--- config.mk ---
export PLATFORM = sky130hd
export DESIGN_NAME = prio_key_dedup
export DESIGN_NICKNAME = d
export VERILOG_FILES = /design/src/rtl/pkd_pkg.sv /design/src/rtl/pkd_cand.sv /design/src/rtl/pkd_block.sv /design/src/rtl/pkd_mask.sv /design/src/rtl/prio_key_dedup.sv
export SDC_FILE = /design/constraint.sdc
export NUM_CORES = 1
export LEC_CHECK = 0
export ABC_CLOCK_PERIOD_IN_PS = 6210
export CAP_MARGIN = 25
export CORE_AREA = 2 2 94 96
export DETAILED_ROUTE_END_ITERATION = 10
export DIE_AREA = 0 0 96 98
export PLACE_DENSITY = 0.61
export SETUP_SLACK_MARGIN = 0.3
export SLEW_MARGIN = 40
export SYNTH_ARGS = -nofsm -noshare
export SYNTH_HDL_FRONTEND = slang
export SYNTH_HIERARCHICAL = 1
export SYNTH_SLANG_ARGS = --single-unit
--- constraint.sdc ---
create_clock -name clk -period 6.21 [get_ports clk]
set_input_delay 0.9315 -clock clk [delete_from_list [all_inputs] [get_ports clk]]
set_output_delay 0.9315 -clock clk [all_outputs]
set_load 0.005 [all_outputs]
--- src/rtl/pkd_pkg.sv ---
package pkd_pkg;
    typedef enum logic {
        OUT_COMB = 1'b0,
        OUT_REG  = 1'b1
    } out_mode_e;
endpackage

--- src/rtl/pkd_cand.sv ---
module pkd_cand #(
    parameter int           P          = 8,
    parameter int           S          = 12,
    parameter int           KW         = 4,
    parameter logic [P-1:0] ALWAYS_ACT = '0
) (
    input  logic [P-1:0]    act,
    input  logic [P*KW-1:0] key_in,
    output logic [P-1:0]    cand
);
    localparam logic [KW:0] LIMIT = (KW+1)'(S);

    for (genvar i = 0; i < P; i++) begin : g_src
        logic in_range;
        assign in_range = {1'b0, key_in[i*KW +: KW]} < LIMIT;
        assign cand[i]  = (act[i] | ALWAYS_ACT[i]) & in_range;
    end
endmodule

--- src/rtl/pkd_block.sv ---
module pkd_block #(
    parameter int P  = 8,
    parameter int KW = 4
) (
    input  logic [P-1:0]    cand,
    input  logic [P*KW-1:0] key_in,
    output logic [P-1:0]    blocked
);
    assign blocked[0] = 1'b0;

    for (genvar j = 1; j < P; j++) begin : g_dst
        logic [j-1:0] hit;
        for (genvar i = 0; i < j; i++) begin : g_pair
            assign hit[i] = cand[i] & (key_in[i*KW +: KW] == key_in[j*KW +: KW]);
        end
        assign blocked[j] = |hit;
    end
endmodule

--- src/rtl/pkd_mask.sv ---
module pkd_mask #(
    parameter int P  = 8,
    parameter int S  = 12,
    parameter int KW = 4
) (
    input  logic [P-1:0]    grant,
    input  logic [P*KW-1:0] key_in,
    output logic [S-1:0]    taken
);
    for (genvar k = 0; k < S; k++) begin : g_slot
        logic [P-1:0] own;
        for (genvar i = 0; i < P; i++) begin : g_src
            assign own[i] = grant[i] & (key_in[i*KW +: KW] == KW'(k));
        end
        assign taken[k] = |own;
    end
endmodule

--- src/rtl/prio_key_dedup.sv ---
module prio_key_dedup #(
    parameter int                P          = 8,
    parameter int                S          = 12,
    parameter int                KW         = 4,
    parameter pkd_pkg::out_mode_e MODE      = pkd_pkg::OUT_REG,
    parameter logic [P-1:0]      ALWAYS_ACT = '0
) (
    input  logic             clk,
    input  logic             rst,
    input  logic [P-1:0]     act,
    input  logic [P*KW-1:0]  key_in,
    output logic [P-1:0]     grant,
    output logic [S-1:0]     taken
);
    typedef struct packed {
        logic [P-1:0] grant;
        logic [S-1:0] taken;
    } res_t;

    logic [P-1:0] cand;
    logic [P-1:0] blocked;
    logic [P-1:0] grant_c;
    logic [S-1:0] taken_c;
    res_t         res_d;

    pkd_cand #(.P(P), .S(S), .KW(KW), .ALWAYS_ACT(ALWAYS_ACT)) u_cand (
        .act    (act),
        .key_in (key_in),
        .cand   (cand)
    );

    pkd_block #(.P(P), .KW(KW)) u_block (
        .cand    (cand),
        .key_in  (key_in),
        .blocked (blocked)
    );

    assign grant_c = cand & ~blocked;

    pkd_mask #(.P(P), .S(S), .KW(KW)) u_mask (
        .grant  (grant_c),
        .key_in (key_in),
        .taken  (taken_c)
    );

    always_comb begin
        res_d       = '0;
        res_d.grant = grant_c;
        res_d.taken = taken_c;
    end

    if (MODE == pkd_pkg::OUT_REG) begin : g_reg
        res_t res_q;
        always_ff @(posedge clk) begin
            if (rst) res_q <= '0;
            else     res_q <= res_d;
        end
        assign grant = res_q.grant;
        assign taken = res_q.taken;
    end else begin : g_comb
        assign grant = res_d.grant;
        assign taken = res_d.taken;
    end
endmodule

==> results of run 1 <==
## per-layer routing
metal,routed length [um],vias to the layer above,share of wire,GRT usage
met5,0,-,0,0
met3,1082,34,0.093,0.02546
li1,-,1491,-,-
met4,398,0,0.034,0.1011
met1,5063,1575,0.43,0.3670
met2,5105,207,0.44,0.3681
## worst max-delay path by stage
stage / startpoint / to / slack, ns / cells after the start
floorplan: key_in[30] / taken[0] / 3.55 / 12
global placement: key_in[6] / taken[10] / 2.12 / 12
detailed placement: key_in[2] / taken[10] / 2.15 / 9
CTS: key_in[19] / taken[0] / 2.46 / 12
global route: key_in[2] / taken[10] / 2.18 / 9
finish: key_in[19] / taken[0] / 2.42 / 12
## report_power, final
part	switching, W	internal (W)
Combinational	0.000133	0.000104
Sequential	0.00000181	0.000136
Clock	0.0000645	0.0000865
Total	0.000199	0.000326
## cells in the final DEF, fill, tap and decap left out, types with 2 or more instances in the layout
cell and n:
o22ai_1 16, nor3b_1 3, inv_1 2, or3b_4 2
nor3b_2 10, or3b_1 3, nand2b_1 10, nand4_1 5
nor2b_1 19, clkdlybuf4s50_1 61, a31oi_1 9, nand2_1 24
xor2_1 84, and3b_1 5, xnor2_1 28, nor2_1 20
nand3b_1 11, o2111ai_1 3, a21oi_1 11, a32oi_1 2
nor3_1 28, buf_4 2, dfxtp_1 20, nand3_1 17
a22oi_1 5, o32ai_1 2, nor4_1 9, nor2b_2 8
clkbuf_8 3, a21boi_2 8, a311oi_1 2
## sequential cells by signal, summed over array words and instances (netlist names)
name	count
taken	12
grant	8
## logic make-up (layout without fill, tap and decap cells)
kind of cell,after synthesis,in the layout,synth area share
AOI/OAI and AO/OA,62,62,0.1424
xor gates and xnor gates,112,112,0.2984
buffers and inverters,40,70,0.1054
DFF,20,20,0.1218
other,1,1,0.001141
and+or+nand+nor,178,178,0.3308
## final cells by class
class | count | share of cell area
repair buffers | 63 | 0.1653
well taps | 108 | 0.03571
multi-input cells | 353 | 0.6713
flip-flops and latches | 20 | 0.1058
clock inverters | 1 | 0.007937
inverters | 3 | 0.002976
clock buffers | 3 | 0.01091
## per-stage QoR
stage	utilization	std cells	area (um^2)	hold WS (ns)
finish	0.4469	551	3784	1.383
global placement	0.4385	547	3712	1.632
floorplan	-	413	3287	1.151
global route	0.4469	551	3784	1.389
detailed placement	0.4385	547	3712	1.633
CTS	0.4469	551	3784	1.377
## cell usage after synthesis (2+ instances only)
cell type,n,area [um^2]
nand3b_1,11,82.58
a21boi_2,8,90.09
nand2_1,24,90.09
nor2b_1,19,118.9
nand3_1,17,85.08
dfxtp_1,20,400.4
and3b_1,5,43.79
or3b_4,2,22.52
a21oi_1,11,55.05
nor3_1,28,140.1
xnor2_1,28,245.2
o32ai_1,2,17.52
inv_1,2,7.510
nor2b_2,8,70.07
nor3b_1,3,22.52
a311oi_1,2,17.52
nor4_1,9,56.30
a31oi_1,9,56.30
buf_6,16,180.2
a22oi_1,5,37.54
nor2_1,20,75.07
a32oi_1,2,17.52
buf_4,19,142.6
xor2_1,84,735.7
or3b_1,3,26.28
o22ai_1,16,100.1
nor3b_2,10,125.1
o2111ai_1,3,26.28
nand4_1,5,31.28
nand2b_1,10,62.56
==> metrics, run 1 <==
total grt overflow=0; slew margin rel.=0.4648; FMAX=264.1 MHz; clk root buf=clkbuf_8; H-tree depth=1; Die X=96 um; CP required=6.44 ns; CTS Hold Buffers Added=0; Post-Syn Area per Cell=7.959 um^2; post-synthesis register bit count=20; post-CTS setup buffers=0; CTS Sinks=20; # port buffers=61; setup slack after layout=2.424 ns; Sequential Area=400.4 um^2; Total GRT Usage=0.2498; min cycle time layout=3.786 ns; crit share post-route=0.6097; deepest clock path buffer count=2; Die Y=98 um; WL per Instance=21.14 um; Hold Path Depth=3; max_cap viols=0; die area=9408 um^2; pre-CTS setup slack=2.147 ns; area delta synth->final=15.11%; TritonCTS clock tree=yes; detailed placement HPWL=8315 um; Crit Path Max Fanout=11; first-pass GRT wire length=17,970 um; initial antenna violation count=0; final hold viol count=0; largest net degree at the start of global routing=21; cells after synthesis=413; fraction of registers with async set/reset=0; Clock transition at path regs=0.09 ns; Worst VDD drop=0.07674 mV; critical path class=in -> reg; Synth Net Count=455; io pins=62; Num CTS Buffers=3; setup TNS=0 ns; core area=8466 um^2; Antenna Cells=0; Worst Min Path Start=act[7]; via/cell ratio=6.002; sequential fraction of the synthesis area=0.1218; proportion of layout cells with a drive suffix above 1=0.08804; first drt pass iteration count=6; final setup vio count=0; initial cell density of the core=0.3883; CP Launch Type=input port; Routability Congestion=0.9018; Worst path max stage delay=0.91 ns; CP max stage cell=clkdlybuf4s50_1; Rows=34; hold endpoint=grant[7]; worst-margin pin slew=0.8004 ns; Synth Flop Type=dfxtp_1; Final Max Tran Viols=0; aggregate routed wire length=11,650 um; status=finished clean; worst-path cell chain=clkdlybuf4s50_1 > a21boi_2 > nand2_1 > nor4_2 > a31oi_1 > nand4_1 > nor2b_1 > or3b_4 > o32ai_2 > a221oi_2 > nand3_2 > nor2b_2; Static Leakage=1.334 nW; Top Family by Delay on Critical Path=simple AND/OR/NAND/NOR gates; final net count=486; Post-DRT Antenna Nets=0; Min-Delay Path Class=in -> reg; Multi-input gate area=2540 um^2; PostCTS Resize Cnt=0; number of synthesized flops with an enable pin=0; fillers=872; total number of vias=3,307; PnR Total Power=0.0005257 W; RSZ-0062 raised after global routing=no; Starting DRT DRC Count=411; CP endpoint kind=flip-flop; synth unique cells=42; PD cells=138.9 nW/um^2; worst path bufs/invs=1; Post-Syn Area=3287 um^2; CP Data Arrival Time=4.01 ns; Synth Warn #=6; DRC Markers=0; number of global-route vias before repair=3,165
Note: power is estimated with default switching activity, not from simulation.
==> inputs of run 2 (changes only) <==
--- a/config.mk
+++ b/config.mk
@@ -5,7 +5,7 @@
 export SDC_FILE = /design/constraint.sdc
 export NUM_CORES = 1
 export LEC_CHECK = 0
-export ABC_CLOCK_PERIOD_IN_PS = 6210
+export ABC_CLOCK_PERIOD_IN_PS = 3700
 export CAP_MARGIN = 25
 export CORE_AREA = 2 2 94 96
 export DETAILED_ROUTE_END_ITERATION = 10
==> constraint.sdc (replaced) <==
create_clock -name clk -period 3.7 [get_ports clk]
set_input_delay 0.555 -clock clk [delete_from_list [all_inputs] [get_ports clk]]
set_output_delay 0.555 -clock clk [all_outputs]
set_load 0.005 [all_outputs]
==> metrics, run 2 (synthesis results as in run 1) <==
commonest non-fill, non-tap cell in the layout=xor2_1; via/cell ratio=5.715; Worst VDD drop=0.1374 mV; fillers=835; TritonCTS clock tree=yes; setup slack after layout=0.4391 ns; proportion of layout cells with a drive suffix above 1=0.1687; Internal=0.0005768 W; area delta synth->final=24.93%; first-pass GRT wire length=18,710 um; H-tree depth=1; worst-path cell chain=clkdlybuf4s50_1 > buf_4 > xnor2_1 > nand2_1 > nor4_2 > a31oi_1 > nand4_1 > nor2b_1 > or3b_4 > o32ai_2 > a221oi_2 > nand3_2 > nor2b_2; combinational share of power=0.476; CP Launch Type=input port; CTS Sinks=20; Die X=96 um; total number of vias=3,395; CP required=3.92 ns; Psw=0.0003443 W; aggregate routed wire length=12,270 um; sequential power share=0.251; Static Leakage=1.541 nW; RSZ-0062 raised after global routing=no; clk root buf=clkbuf_8; final setup vio count=0; Antenna Cells=0; Crit Path Max Fanout=8; leading cell types in the layout, fill and taps excluded=xor2_1, clkdlybuf4s50_1, buf_4, xnor2_1, nor3_1; final hold viol count=0; initial cell density of the core=0.3883; io pins=62; post-CTS setup buffers=0; critical path class=in -> reg; Num CTS Buffers=3; deepest clock path buffer count=2; initial antenna violation count=0; Worst path max stage delay=0.79 ns; setup TNS=0 ns; Clock transition at path regs=0.09 ns; final instance area=4106 um^2; number of global-route vias before repair=3,301; CP endpoint kind=flip-flop; CTS Hold Buffers Added=0; # port buffers=61; max reg flops=12; DRC Markers=0; PD cells=224.3 nW/um^2; CP Data Arrival Time=3.48 ns; PostCTS Resize Cnt=0; detailed placement HPWL=9457 um; FMAX=306.7 MHz; final net count=529; pre-CTS setup slack=0.2663 ns; WL per Instance=20.65 um; Die Y=98 um; Routability Congestion=0.9869; total grt overflow=0; Sw Ratio=0.3738; Rows=34; max_cap viols=0; Post-DRT Antenna Nets=0; CP max stage cell=clkdlybuf4s50_1; Total GRT Usage=0.2629; Min-Delay Path Class=in -> reg; status=finished clean; slew margin rel.=0.5721; die area=9408 um^2; Placed Area=4035 um^2; Final Max Tran Viols=0; worst-margin pin slew=0.6405 ns; Starting DRT DRC Count=374; Clk pwr share=0.273; final core utilization=0.4851; crit share post-route=0.8813; first drt pass iteration count=5; largest net degree at the start of global routing=14; core area=8466 um^2; min cycle time layout=3.261 ns
## run 2: cell types whose count changed in the layout (fill, tap and decap cells not counted)
cell	delta
buf_4	+43
## run 2: final timing paths
check                      start        to  cells after the start
worst min-delay path      act[7]  grant[7]                      3
worst max-delay path  key_in[18]  taken[0]                     13
## run 2: routing by layer
layer  vias up  part of all wire  track usage
met4         0             0.027      0.08791
met5         -                 0            0
met1      1575              0.43       0.3671
li1       1586                 -            -
met2       205              0.45       0.4129
met3        29             0.093      0.03395
## run 2: power by group through the flow
| stage | sequential, W | clock (W) | combinational, W |
|---|---|---|---|
| floorplan | 0.000238 | 0 | 0.000266 |
| global placement | 0.000236 | 0 | 0.000428 |
| detailed placement | 0.000236 | 0 | 0.000429 |
| CTS | 0.000231 | 0.000257 | 0.000431 |
| global route | 0.000233 | 0.000262 | 0.000467 |
| finish | 0.000231 | 0.000252 | 0.000438 |
## run 2: area by class of cell
cell class | count | area [um^2] | area share
inverters | 3 | 11.26 | 0.002742
well taps | 108 | 135.1 | 0.03291
multi-input cells | 353 | 2540 | 0.6185
clock inverters | 1 | 30.03 | 0.007313
repair buffers | 106 | 948.4 | 0.2310
flip-flops and latches | 20 | 400.4 | 0.09750
clock buffers | 3 | 41.29 | 0.01005
## run 2: worst max-delay path, delay by kind of cell
family	cells	cell delay (ns)
XOR/XNOR	1	0.07
AND/OR/NAND/NOR	7	1.24
buffers and inverters	2	1.01
AO/OA/AOI/OAI	3	0.60
## run 2: metrics by stage
stage / hold slack, ns / cells / total power, W
after floorplan: 0.7747 / 413 / 0.0005036
after detailed placement: 1.255 / 590 / 0.0006650
after global routing: 1.023 / 594 / 0.0009613
final: 1.021 / 594 / 0.0009211
after CTS: 1.020 / 594 / 0.0009197
after global placement: 1.258 / 590 / 0.0006634
